## config.mk

```make
export PLATFORM = sky130hd
export DESIGN_NAME = fp_prod_norm
export DESIGN_NICKNAME = d
export VERILOG_FILES = /design/src/rtl/fpn_pkg.sv /design/src/rtl/fpn_pp_mult.sv /design/src/rtl/fpn_sticky_norm.sv /design/src/rtl/fp_prod_norm.sv
export SDC_FILE = /design/constraint.sdc
export NUM_CORES = 2
export LEC_CHECK = 0
export ABC_CLOCK_PERIOD_IN_PS = 14200
export BUFFER_PORTS_ARGS = -buffer_cell sky130_fd_sc_hd__buf_4
export CORE_MARGIN = 2
export CORE_UTILIZATION = 60
export CTS_CLUSTER_SIZE = 14
export DETAILED_ROUTE_END_ITERATION = 7
export HOLD_SLACK_MARGIN = 0.05
export PLACE_DENSITY = 0.78
export SYNTH_ARGS = -nofsm -noshare
export SYNTH_HDL_FRONTEND = slang
export SYNTH_SLANG_ARGS = --single-unit
export TNS_END_PERCENT = 50
```

## constraint.sdc

```tcl
create_clock -name clk -period 14.2 [get_ports clk]
set_input_delay 1.42 -clock clk [delete_from_list [all_inputs] [get_ports clk]]
set_output_delay 1.42 -clock clk [all_outputs]
set_load 0.005 [all_outputs]
```

## src/rtl/fpn_pkg.sv

```systemverilog
package fpn_pkg;
  localparam int WORD_W = 32;
  localparam int HALF_W = 16;
  localparam int NPP    = 4;

  typedef struct packed {
    logic [WORD_W-1:0] hi;
    logic [WORD_W-1:0] lo;
  } dword_t;

  typedef enum logic [1:0] {
    PP_LL = 2'd0,
    PP_LH = 2'd1,
    PP_HL = 2'd2,
    PP_HH = 2'd3
  } pp_sel_e;

  function automatic logic [WORD_W-1:0] half_mul(input logic [HALF_W-1:0] x,
                                                 input logic [HALF_W-1:0] y);
    return WORD_W'(x) * WORD_W'(y);
  endfunction

  // Adds one 16x16 partial product into a split 64-bit accumulator,
  // carrying from the low word into the high word explicitly.
  function automatic dword_t add_pp(input dword_t acc, input pp_sel_e sel,
                                    input logic [WORD_W-1:0] a,
                                    input logic [WORD_W-1:0] b);
    logic [HALF_W-1:0] ah, al, bh, bl;
    logic [WORD_W-1:0] pp;
    logic [WORD_W:0]   lo_sum;
    dword_t            r;
    ah = a[WORD_W-1:HALF_W];
    al = a[HALF_W-1:0];
    bh = b[WORD_W-1:HALF_W];
    bl = b[HALF_W-1:0];
    r  = acc;
    case (sel)
      PP_LL: begin
        pp     = half_mul(al, bl);
        lo_sum = {1'b0, acc.lo} + {1'b0, pp};
        r.lo   = lo_sum[WORD_W-1:0];
        r.hi   = acc.hi + WORD_W'(lo_sum[WORD_W]);
      end
      PP_LH, PP_HL: begin
        pp     = (sel == PP_LH) ? half_mul(al, bh) : half_mul(ah, bl);
        lo_sum = {1'b0, acc.lo} + {1'b0, pp[HALF_W-1:0], {HALF_W{1'b0}}};
        r.lo   = lo_sum[WORD_W-1:0];
        r.hi   = acc.hi + WORD_W'(lo_sum[WORD_W]) + WORD_W'(pp[WORD_W-1:HALF_W]);
      end
      default: begin
        pp   = half_mul(ah, bh);
        r.hi = acc.hi + pp;
      end
    endcase
    return r;
  endfunction
endpackage

```

## src/rtl/fpn_pp_mult.sv

```systemverilog
module fpn_pp_mult
  import fpn_pkg::*;
#(
  parameter bit SEQ_MUL = 1'b1
) (
  input  logic              clk,
  input  logic              rst_n,
  input  logic              load,
  input  logic [WORD_W-1:0] op_a,
  input  logic [WORD_W-1:0] op_b,
  output logic              running,
  output logic              prod_ready,
  output dword_t            prod
);
  localparam int NSTEP  = SEQ_MUL ? NPP : 1;
  localparam int STEP_W = $clog2(NPP);

  logic [WORD_W-1:0] a_q, b_q;
  logic [STEP_W-1:0] step_q;
  dword_t            acc_next;
  logic              last_step;

  assign last_step = running && (int'(step_q) == NSTEP - 1);

  if (SEQ_MUL) begin : g_seq
    always_comb acc_next = add_pp(prod, pp_sel_e'(step_q), a_q, b_q);
  end else begin : g_comb
    always_comb begin
      acc_next = prod;
      for (int i = 0; i < NPP; i++)
        acc_next = add_pp(acc_next, pp_sel_e'(STEP_W'(i)), a_q, b_q);
    end
  end

  always_ff @(posedge clk or negedge rst_n) begin
    if (!rst_n) begin
      running    <= 1'b0;
      prod_ready <= 1'b0;
      step_q     <= '0;
      a_q        <= '0;
      b_q        <= '0;
      prod       <= '0;
    end else begin
      prod_ready <= 1'b0;
      if (load) begin
        a_q     <= op_a;
        b_q     <= op_b;
        prod    <= '0;
        step_q  <= '0;
        running <= 1'b1;
      end else if (running) begin
        prod   <= acc_next;
        step_q <= step_q + STEP_W'(1);
        if (last_step) begin
          running    <= 1'b0;
          prod_ready <= 1'b1;
        end
      end
    end
  end


  step_range_chk: assert property (@(posedge clk) disable iff (!rst_n)
    running |-> (int'(step_q) < NSTEP));

  load_idle_chk: assert property (@(posedge clk) disable iff (!rst_n)
    load |-> (!running && !prod_ready));

  ready_pulse_chk: assert property (@(posedge clk) disable iff (!rst_n)
    prod_ready |=> !prod_ready);
endmodule

```

## src/rtl/fpn_sticky_norm.sv

```systemverilog
module fpn_sticky_norm
  import fpn_pkg::*;
#(
  parameter int RES_W  = 27,
  parameter int OEXP_W = 12
) (
  input  dword_t            prod,
  input  logic [OEXP_W-1:0] exp_in,
  output logic [RES_W-1:0]  mant,
  output logic [OEXP_W-1:0] exp_out,
  output logic              msb_hit,
  output logic              lo_nz
);
  localparam int SH_WIDE   = WORD_W - RES_W;
  localparam int SH_NARROW = SH_WIDE - 1;

  function automatic logic [RES_W-1:0] sticky_shr(input logic [WORD_W-1:0] w,
                                                  input int sh);
    logic [WORD_W-1:0] s;
    logic [WORD_W-1:0] mask;
    mask = ~({WORD_W{1'b1}} << sh);
    s    = w >> sh;
    s[0] = s[0] | (|(w & mask));
    return s[RES_W-1:0];
  endfunction

  logic [WORD_W-1:0] kept;

  assign lo_nz   = |prod.lo;
  assign kept    = prod.hi | WORD_W'(lo_nz);
  assign msb_hit = kept[WORD_W-1];
  assign mant    = msb_hit ? sticky_shr(kept, SH_WIDE) : sticky_shr(kept, SH_NARROW);
  assign exp_out = exp_in + OEXP_W'(msb_hit);
endmodule

```

## src/rtl/fp_prod_norm.sv

```systemverilog
module fp_prod_norm
  import fpn_pkg::*;
#(
  parameter int MANT_W  = 24,
  parameter int EXP_W   = 10,
  parameter bit SEQ_MUL = 1'b1
) (
  input  logic                clk,
  input  logic                rst_n,
  input  logic                start,
  input  logic [MANT_W-1:0]   mant_a,
  input  logic [MANT_W-1:0]   mant_b,
  input  logic [EXP_W-1:0]    exp_a,
  input  logic [EXP_W-1:0]    exp_b,
  input  logic                sign_a,
  input  logic                sign_b,
  input  logic                negate,
  output logic                busy,
  output logic                done,
  output logic                res_sign,
  output logic [EXP_W+1:0]    res_exp,
  output logic [MANT_W+2:0]   res_mant
);
  localparam int RES_W    = MANT_W + 3;
  localparam int OEXP_W   = EXP_W + 2;
  localparam int ALIGN_SH = WORD_W - MANT_W;

  logic              mul_running, mul_ready, accept;
  logic [WORD_W-1:0] a_al, b_al;
  dword_t            prod;
  logic [OEXP_W-1:0] exp_sum, exp_sum_q, norm_exp;
  logic              sign_q;
  logic [RES_W-1:0]  norm_mant;
  logic              norm_msb_hit, norm_lo_nz;

  assign busy    = mul_running | mul_ready;
  assign accept  = start & ~busy;
  assign a_al    = WORD_W'(mant_a) << ALIGN_SH;
  assign b_al    = WORD_W'(mant_b) << ALIGN_SH;
  assign exp_sum = {{2{exp_a[EXP_W-1]}}, exp_a} + {{2{exp_b[EXP_W-1]}}, exp_b};

  fpn_pp_mult #(.SEQ_MUL(SEQ_MUL)) mult_i (
    .clk        (clk),
    .rst_n      (rst_n),
    .load       (accept),
    .op_a       (a_al),
    .op_b       (b_al),
    .running    (mul_running),
    .prod_ready (mul_ready),
    .prod       (prod)
  );

  fpn_sticky_norm #(.RES_W(RES_W), .OEXP_W(OEXP_W)) norm_i (
    .prod    (prod),
    .exp_in  (exp_sum_q),
    .mant    (norm_mant),
    .exp_out (norm_exp),
    .msb_hit (norm_msb_hit),
    .lo_nz   (norm_lo_nz)
  );

  always_ff @(posedge clk or negedge rst_n) begin
    if (!rst_n) begin
      exp_sum_q <= '0;
      sign_q    <= 1'b0;
    end else if (accept) begin
      exp_sum_q <= exp_sum;
      sign_q    <= sign_a ^ sign_b ^ negate;
    end
  end

  always_ff @(posedge clk or negedge rst_n) begin
    if (!rst_n) begin
      done     <= 1'b0;
      res_sign <= 1'b0;
      res_exp  <= '0;
      res_mant <= '0;
    end else begin
      done <= mul_ready;
      if (mul_ready) begin
        res_sign <= sign_q;
        res_exp  <= norm_exp;
        res_mant <= norm_mant;
      end
    end
  end


  in_norm_chk: assert property (@(posedge clk) disable iff (!rst_n)
    accept |-> (mant_a[MANT_W-1] && mant_b[MANT_W-1]));

  mant_msb_chk: assert property (@(posedge clk) disable iff (!rst_n)
    done |-> res_mant[RES_W-1]);

  done_pulse_chk: assert property (@(posedge clk) disable iff (!rst_n)
    done |=> !done);

  busy_fall_chk: assert property (@(posedge clk) disable iff (!rst_n)
    $fell(busy) |-> done);

  busy_start_chk: assert property (@(posedge clk) disable iff (!rst_n)
    (busy && start) |=> ($stable(exp_sum_q) && $stable(sign_q)));

  out_hold_chk: assert property (@(posedge clk) disable iff (!rst_n)
    !done |-> ($stable(res_mant) && $stable(res_exp) && $stable(res_sign)));

  lo_sticky_chk: assert property (@(posedge clk) disable iff (!rst_n)
    (mul_ready && norm_lo_nz) |=> res_mant[0]);

  bump_exp_chk: assert property (@(posedge clk) disable iff (!rst_n)
    (mul_ready && norm_msb_hit) |=> (res_exp == exp_sum_q + OEXP_W'(1)));

  keep_exp_chk: assert property (@(posedge clk) disable iff (!rst_n)
    (mul_ready && !norm_msb_hit) |=> (res_exp == exp_sum_q));

  sign_chk: assert property (@(posedge clk) disable iff (!rst_n)
    done |-> (res_sign == sign_q));
endmodule

```

Word level (Yosys, flattened, before mapping)

Index checks and enable logic that the tools add are counted.

Div/mod/pow operators: 0
$lt $le $gt $ge: 0
Shift operators: 0
Reduce and logical (&&, ||, !) cells: 9
Muxes and demuxes: 14
Add/sub/neg operators: 9
Multiply operators: 4
Eq/ne operators: 3
Bitwise logic cells: 8

Operators by type and width:

| operator                                       | count |
|---|---|
| two-way mux 64 bit                             | 2 |
| one-hot mux 32 bit (2 select lines)            | 2 |
| adder 32 x 32 -> 33 bit                        | 2 |
| adder 32 x 1 -> 32 bit                         | 2 |
| adder 32 x 16 -> 32 bit                        | 1 |
| adder 32 bit                                   | 1 |
| multiplier 16 x 16 -> 32 bit                   | 1 |
| two-way mux 32 bit                             | 1 |
| bitwise OR 32 x 1 -> 32 bit                    | 1 |
| OR reduction 32 bit                            | 1 |
| two-way mux 27 bit                             | 1 |
| multiplier 16 x 8 -> 24 bit                    | 1 |
| multiplier 8 x 16 -> 24 bit                    | 1 |
| multiplier 8 x 8 -> 16 bit                     | 1 |
| adder 12 x 1 -> 12 bit                         | 1 |
| adder 10 x 10 -> 11 bit                        | 1 |
| two-way mux 1 bit                              | 6 |
| OR reduction 5 bit                             | 1 |
| == test 2 x 1 -> 1 bit (second input constant) | 2 |
| two-way mux 2 bit                              | 2 |
| OR reduction 4 bit                             | 1 |
| bitwise OR 1 bit                               | 3 |
| nonzero test 3 bit                             | 1 |
| adder 2 x 1 -> 2 bit (second input constant)   | 1 |
| 9 further kinds                                | 10 |

Bits in writable memories: 0
Word-level logic and storage cells: 60
Bits in read-only memories: 0
Memories: 0
Register bits: 170
Bits in latches: 0

Logic depth before layout (Yosys ltp)

Depth in word-level cells: 8
Gate-level depth with buffers: 37
Gate-level depth less buffers: 35

Cells and area by module

From an unflattened synthesis, not the netlist that was laid out.

Cells, all modules: 5307
Area, all modules: 46708.5 um^2

By module, submodules not included:

| module          | area an instance (um^2) | seq. area each (um^2) | instances | cells each |
|---|---|---|---|---|
| fpn_pp_mult     | 43699.4                 | 3303.2                | 1         | 5048 |
| fp_prod_norm    | 2401.1                  | 1326.3                | 1         | 190 |
| fpn_sticky_norm | 608.1                   | 0.0                   | 1         | 69 |

Worst setup path before layout

No wires, ideal clock.

Path kind: reg-to-reg
Start: register mult_i.b_q[15]
End: register, netlist name mult_i.prod[62]
Cell stages (with the launch flop): 33
Path slack: 7.150 ns
Arrival: 6.956 ns
Library setup time: 0.094 ns
Period minus slack after synthesis: 7.050 ns
Path buffers: 2
Data required time: 14.106 ns
Cell sequence: dfrtp_1 clkbuf_1 nand2_1 fa_1 fa_1 inv_1 fa_1 inv_1 fa_1 inv_1 ha_1 a21oi_1 xnor2_1 ha_1 a21oi_1 inv_1 a221oi_1 o21ai_1 a31oi_1 o21bai_1 a21o_1 ha_1 ha_1 and3_1 and3_1 and4_1 clkbuf_1 nand2_1 nor2_1 xnor2_1 o21ai_0 nor3_1 a211oi_1

Longest elaborated chain between the ends: 8

RTL lines:

| what                                  | line              | text |
|---|---|---|
| start, declared                       | fpn_pp_mult.sv:18 | `logic [WORD_W-1:0] a_q, b_q;` |
| start signal, assigned                | fpn_pp_mult.sv:47 | `b_q <= op_b;` |
| multiplier 16 x 8 -> 24 bit           | fpn_pkg.sv:20     | `return WORD_W'(x) * WORD_W'(y);` |
| two-way mux 32 bit                    | fpn_pkg.sv:45     | `pp = (sel == PP_LH) ? half_mul(al, bh) : half_mul(ah, bl);` |
| adder 32 x 32 -> 33 bit               | fpn_pkg.sv:46     | `lo_sum = {1'b0, acc.lo} + {1'b0, pp[HALF_W-1:0], {HALF_W{1'b0}}};` |
| adder 32 x 1 -> 32 bit                | fpn_pkg.sv:48     | `r.hi = acc.hi + WORD_W'(lo_sum[WORD_W]) + WORD_W'(pp[WORD_W-1:HALF_W]);` |
| adder 32 x 16 -> 32 bit               | fpn_pkg.sv:48     |  |
| one-hot mux 32 bit (2 select lines) * | fpn_pkg.sv:37     | `case (sel)` |
| two-way mux 64 bit *                  | fpn_pp_mult.sv:51 | `end else if (running) begin` |
| two-way mux 64 bit *                  | fpn_pp_mult.sv:45 | `if (load) begin` |

Every way passes the cells marked *; elsewhere a longest branch is shown, timed or not. The select of a mux whose other input is x is not followed.
A chain may end at the register's enable or synchronous reset.

Worst setup path in the final report

Start: register mult_i.a_q[8]
End: register, netlist name mult_i.prod[57]

Longest elaborated chain between the ends: 8

RTL lines:

| what                                  | line              | text |
|---|---|---|
| start, declared                       | fpn_pp_mult.sv:18 |  |
| start signal, assigned                | fpn_pp_mult.sv:46 | `a_q <= op_a;` |
| multiplier 8 x 16 -> 24 bit           | fpn_pkg.sv:20     |  |
| two-way mux 32 bit                    | fpn_pkg.sv:45     |  |
| adder 32 x 32 -> 33 bit               | fpn_pkg.sv:46     |  |
| adder 32 x 1 -> 32 bit                | fpn_pkg.sv:48     |  |
| adder 32 x 16 -> 32 bit               | fpn_pkg.sv:48     |  |
| one-hot mux 32 bit (2 select lines) * | fpn_pkg.sv:37     |  |
| two-way mux 64 bit *                  | fpn_pp_mult.sv:51 |  |
| two-way mux 64 bit *                  | fpn_pp_mult.sv:45 |  |

Marked as above.

==> flow_metrics.env <==
export IMPL_coreArea_sq_um=47900
export IMPL_hp_class="reg2reg"
export IMPL_synth_avg_cell_area_sq_um=8.45
export IMPL_antennaDiodeCount=0
export IMPL_wl_um=74900
export IMPL_critPathMaxStageDelay_ns=0.87
export IMPL_synth_edff_count=0
export IMPL_worst_pin_slew_ns=1.11
export IMPL_status="complete, no violations"
export IMPL_syn_area_sq_um=29200
export IMPL_post_dp_hpwl_um=56900
export IMPL_drc=0
export IMPL_yosysWarnings=0
export IMPL_cts_setup_buffers=0
export IMPL_track_usage_pct=31.2
export IMPL_crit_fanout=25
export IMPL_io_buffers=115
export IMPL_cts_hold_buf=0
export IMPL_tns_ns=0
export IMPL_synth_seq_cells=153
export IMPL_nets=4250
export IMPL_timing_fmax_mhz=123
export IMPL_hold_depth=2
export IMPL_clkTransAtPathRegs_ns=0.08
export IMPL_grt_max_degree=94
export IMPL_grt_pass1_wl_um=124000
export IMPL_drv_slew=0
export IMPL_worstRegToRegCells=32
export IMPL_rsz0062_at_grt="false"
export IMPL_grt_pass1_vias=24100
export IMPL_netlist_instances=3461
export IMPL_critPathCaptureType="flip-flop"
export IMPL_r2r_start="mult_i.a_q[8]$_DFFE_PN0P_"
export IMPL_synth_distinct_cells=85
export IMPL_yosysSeqAreaShare_pct=13.1
export IMPL_cts_resized=0
export IMPL_hold_violations=0
export IMPL_cp_data_required_time_ns=14.65
export IMPL_postPlaceCellArea_sq_um=30500
export IMPL_arrival_ns=8.60
export IMPL_period_needed_ns=8.16
export IMPL_grt_ovfl_total=0
export IMPL_clk_latency_ns=0.51
export IMPL_min_from="sign_q$_DFFE_PN0P_"
export IMPL_cts_sinks=153
export IMPL_dr_pass1_iters=6
export IMPL_die_x_um=225
export IMPL_area_growth_pct=6.50
export IMPL_n_fill_cell=3991
export IMPL_vias=23700
export IMPL_cp_slowest_cell="dfrtp_1"
export IMPL_ant_nets=0
export IMPL_drive_above_1_share_pct=6.33
export IMPL_initial_core_util_pct=61.0
export IMPL_antenna_found_initial=0
export IMPL_cts_tree="yes"
export IMPL_htree_levels=4
export IMPL_clock_root_buffer="clkbuf_16"
export IMPL_dieArea_sq_um=50500
export IMPL_fin_skew_ns=0.0198
export IMPL_synthArstFlopShare_pct=100
export IMPL_drt_iter0_drc=1608
export IMPL_ff2ff_setup_slack_ns=6.04
export IMPL_via_per_inst=5.79
export IMPL_row_count=80
export IMPL_worstSetupStartpointType="flip-flop"
export IMPL_relSlewSlack_pct=26.0
export IMPL_die_h_um=225
export IMPL_cp_startpoint="mult_i.a_q[8]$_DFFE_PN0P_"
export IMPL_routedWlPerCell_um=18.3
export IMPL_worstHoldEndpoint="sign_q$_DFFE_PN0P_"
export IMPL_gp_congestion=0.973
export IMPL_pin_count=116
export IMPL_synth_ff_type="dfrtp_1"
export IMPL_numCtsBuffers=17
export IMPL_setup_viol=0
export IMPL_final_area_sq_um=31100
export IMPL_cts_max_path_buffers=2
export IMPL_fin_crit_sh_pct=57.4
export IMPL_synth_nets=4249
export IMPL_maxCapViolCount=0
export IMPL_r2r_end="mult_i.prod[57]$_DFFE_PN0P_"
export IMPL_worstSetupPathType="reg2reg"
cells by family (layout without fill, tap and decap cells):
family	count (synthesis)	in the layout	share of synthesized area, %
muxes	43	43	1.51
xor gates and xnor gates	133	133	3.98
and+or+nand+nor	1173	1173	19.3
DFF	153	153	13.1
buffers and inverters	755	769	9.70
AOI/OAI and AO/OA	490	490	10.7
adders and majority gates	714	714	41.7
flip-flops by register name, indices dropped and copies added, names as in the netlist, 2 cells and up:
register	cells
res_mant	27
mult_i.prod	48
mult_i.b_q	24
exp_sum_q	11
mult_i.step_q	2
res_exp	12
mult_i.a_q	24
placed cells by master, fill, tap and decap left out, types with 7 or more instances in the layout:
cell type / netlist / routed
a211oi_1: 23 / 23
a21o_1: 46 / 46
a21oi_1: 147 / 147
a221oi_1: 9 / 9
a22o_1: 8 / 8
a22oi_1: 13 / 13
a31oi_1: 12 / 12
and2_1: 305 / 304
and3_1: 19 / 19
buf_4: 0 / 152
clkbuf_16: 0 / 17
dfrtp_1: 153 / 152
fa_1: 434 / 434
ha_1: 280 / 279
inv_1: 583 / 583
mux2_2: 9 / 9
mux2i_1: 33 / 33
nand2_1: 562 / 561
nand2b_1: 24 / 24
nand3_1: 43 / 43
nand4_1: 15 / 15
nor2_1: 110 / 110
nor2b_1: 16 / 16
nor3_1: 28 / 28
nor4_1: 10 / 10
o211ai_1: 7 / 7
o21a_1: 8 / 8
o21ai_0: 84 / 84
o21ai_1: 34 / 34
o21bai_1: 18 / 18
o22ai_1: 10 / 10
o31ai_1: 8 / 8
xnor2_1: 90 / 90
xor2_1: 43 / 43
cell usage after synthesis (all sizes together), types with 7 or more instances:
cell / number / share of area (%)
a31oi: 12 / 0.26
a22oi: 13 / 0.33
nand2: 562 / 7.2
o21bai: 18 / 0.46
and2: 305 / 6.5
a21oi: 147 / 2.5
nand3: 43 / 0.74
a21o: 47 / 1.2
xor2: 43 / 1.3
nor2b: 16 / 0.34
a22o: 8 / 0.24
a211oi: 26 / 0.72
xnor2: 90 / 2.7
mux2: 10 / 0.39
inv: 583 / 7.5
nor2: 111 / 1.5
o21ai: 119 / 2.0
ha: 280 / 12
o31ai: 10 / 0.29
o21a: 8 / 0.21
o22ai: 10 / 0.21
and3: 20 / 0.43
nor4: 11 / 0.26
nor3: 29 / 0.51
nand4: 15 / 0.32
o211ai: 8 / 0.22
buf: 15 / 0.19
a221oi: 9 / 0.27
clkbuf: 156 / 2.0
or2: 7 / 0.15
fa: 434 / 30
dfrtp: 153 / 13
nand2b: 24 / 0.51
mux2i: 33 / 1.1
final cells by class:
type | count | area [sq um] | area share (%)
clock buffer | 17 | 425 | 1.37
inverter | 584 | 2190 | 7.04
tap | 615 | 769 | 2.47
clock inverter | 15 | 184 | 0.591
sequential | 153 | 3830 | 12.3
timing repair buffer | 153 | 1150 | 3.70
multi-input combinational | 2553 | 22600 | 72.5
metal layers:
metal  vias up  track usage, %  routed length, um
li1      10900               -                  -
met1     11800            39.8              30500
met2       772            53.8              37200
met3       192            4.00               4130
met4         0            12.9               3030
met5         -               0                  0
worst max-delay path, delay by kind of cell, from the launching register on:
kind | cells | cell delay (ns)
xor gates and xnor gates | 1 | 0.09
adders and majority gates | 7 | 3.04
DFF | 1 | 0.87
and+or+nand+nor | 9 | 1.98
buffers and inverters | 4 | 0.22
AOI/OAI and AO/OA | 11 | 1.88
through the flow:
step	utilization [%]	cells	setup WS, ns	hold slack, ns
finish	64.9	4090	6.04	0.490
global route	64.9	4090	5.48	0.526
CTS	64.9	4090	6.14	0.485
detailed placement	63.7	4058	6.20	0.467
global placement	63.7	4058	6.39	0.460
floorplan	-	3461	7.15	0.352
worst max-delay path by stage:
stage	slack (ns)	to	cells after the start
finish	6.04	mult_i.prod[57]$_DFFE_PN0P_	32
global route	5.48	mult_i.prod[57]$_DFFE_PN0P_	32
CTS	6.14	mult_i.prod[57]$_DFFE_PN0P_	32
detailed placement	6.20	mult_i.prod[57]$_DFFE_PN0P_	32
global placement	6.39	mult_i.prod[57]$_DFFE_PN0P_	32
floorplan	7.15	mult_i.prod[62]$_DFFE_PN0P_	32
Power is left out: the tool's default activity adds up to more than one toggle a clock period on the data nets, which glitch-free logic cannot reach.
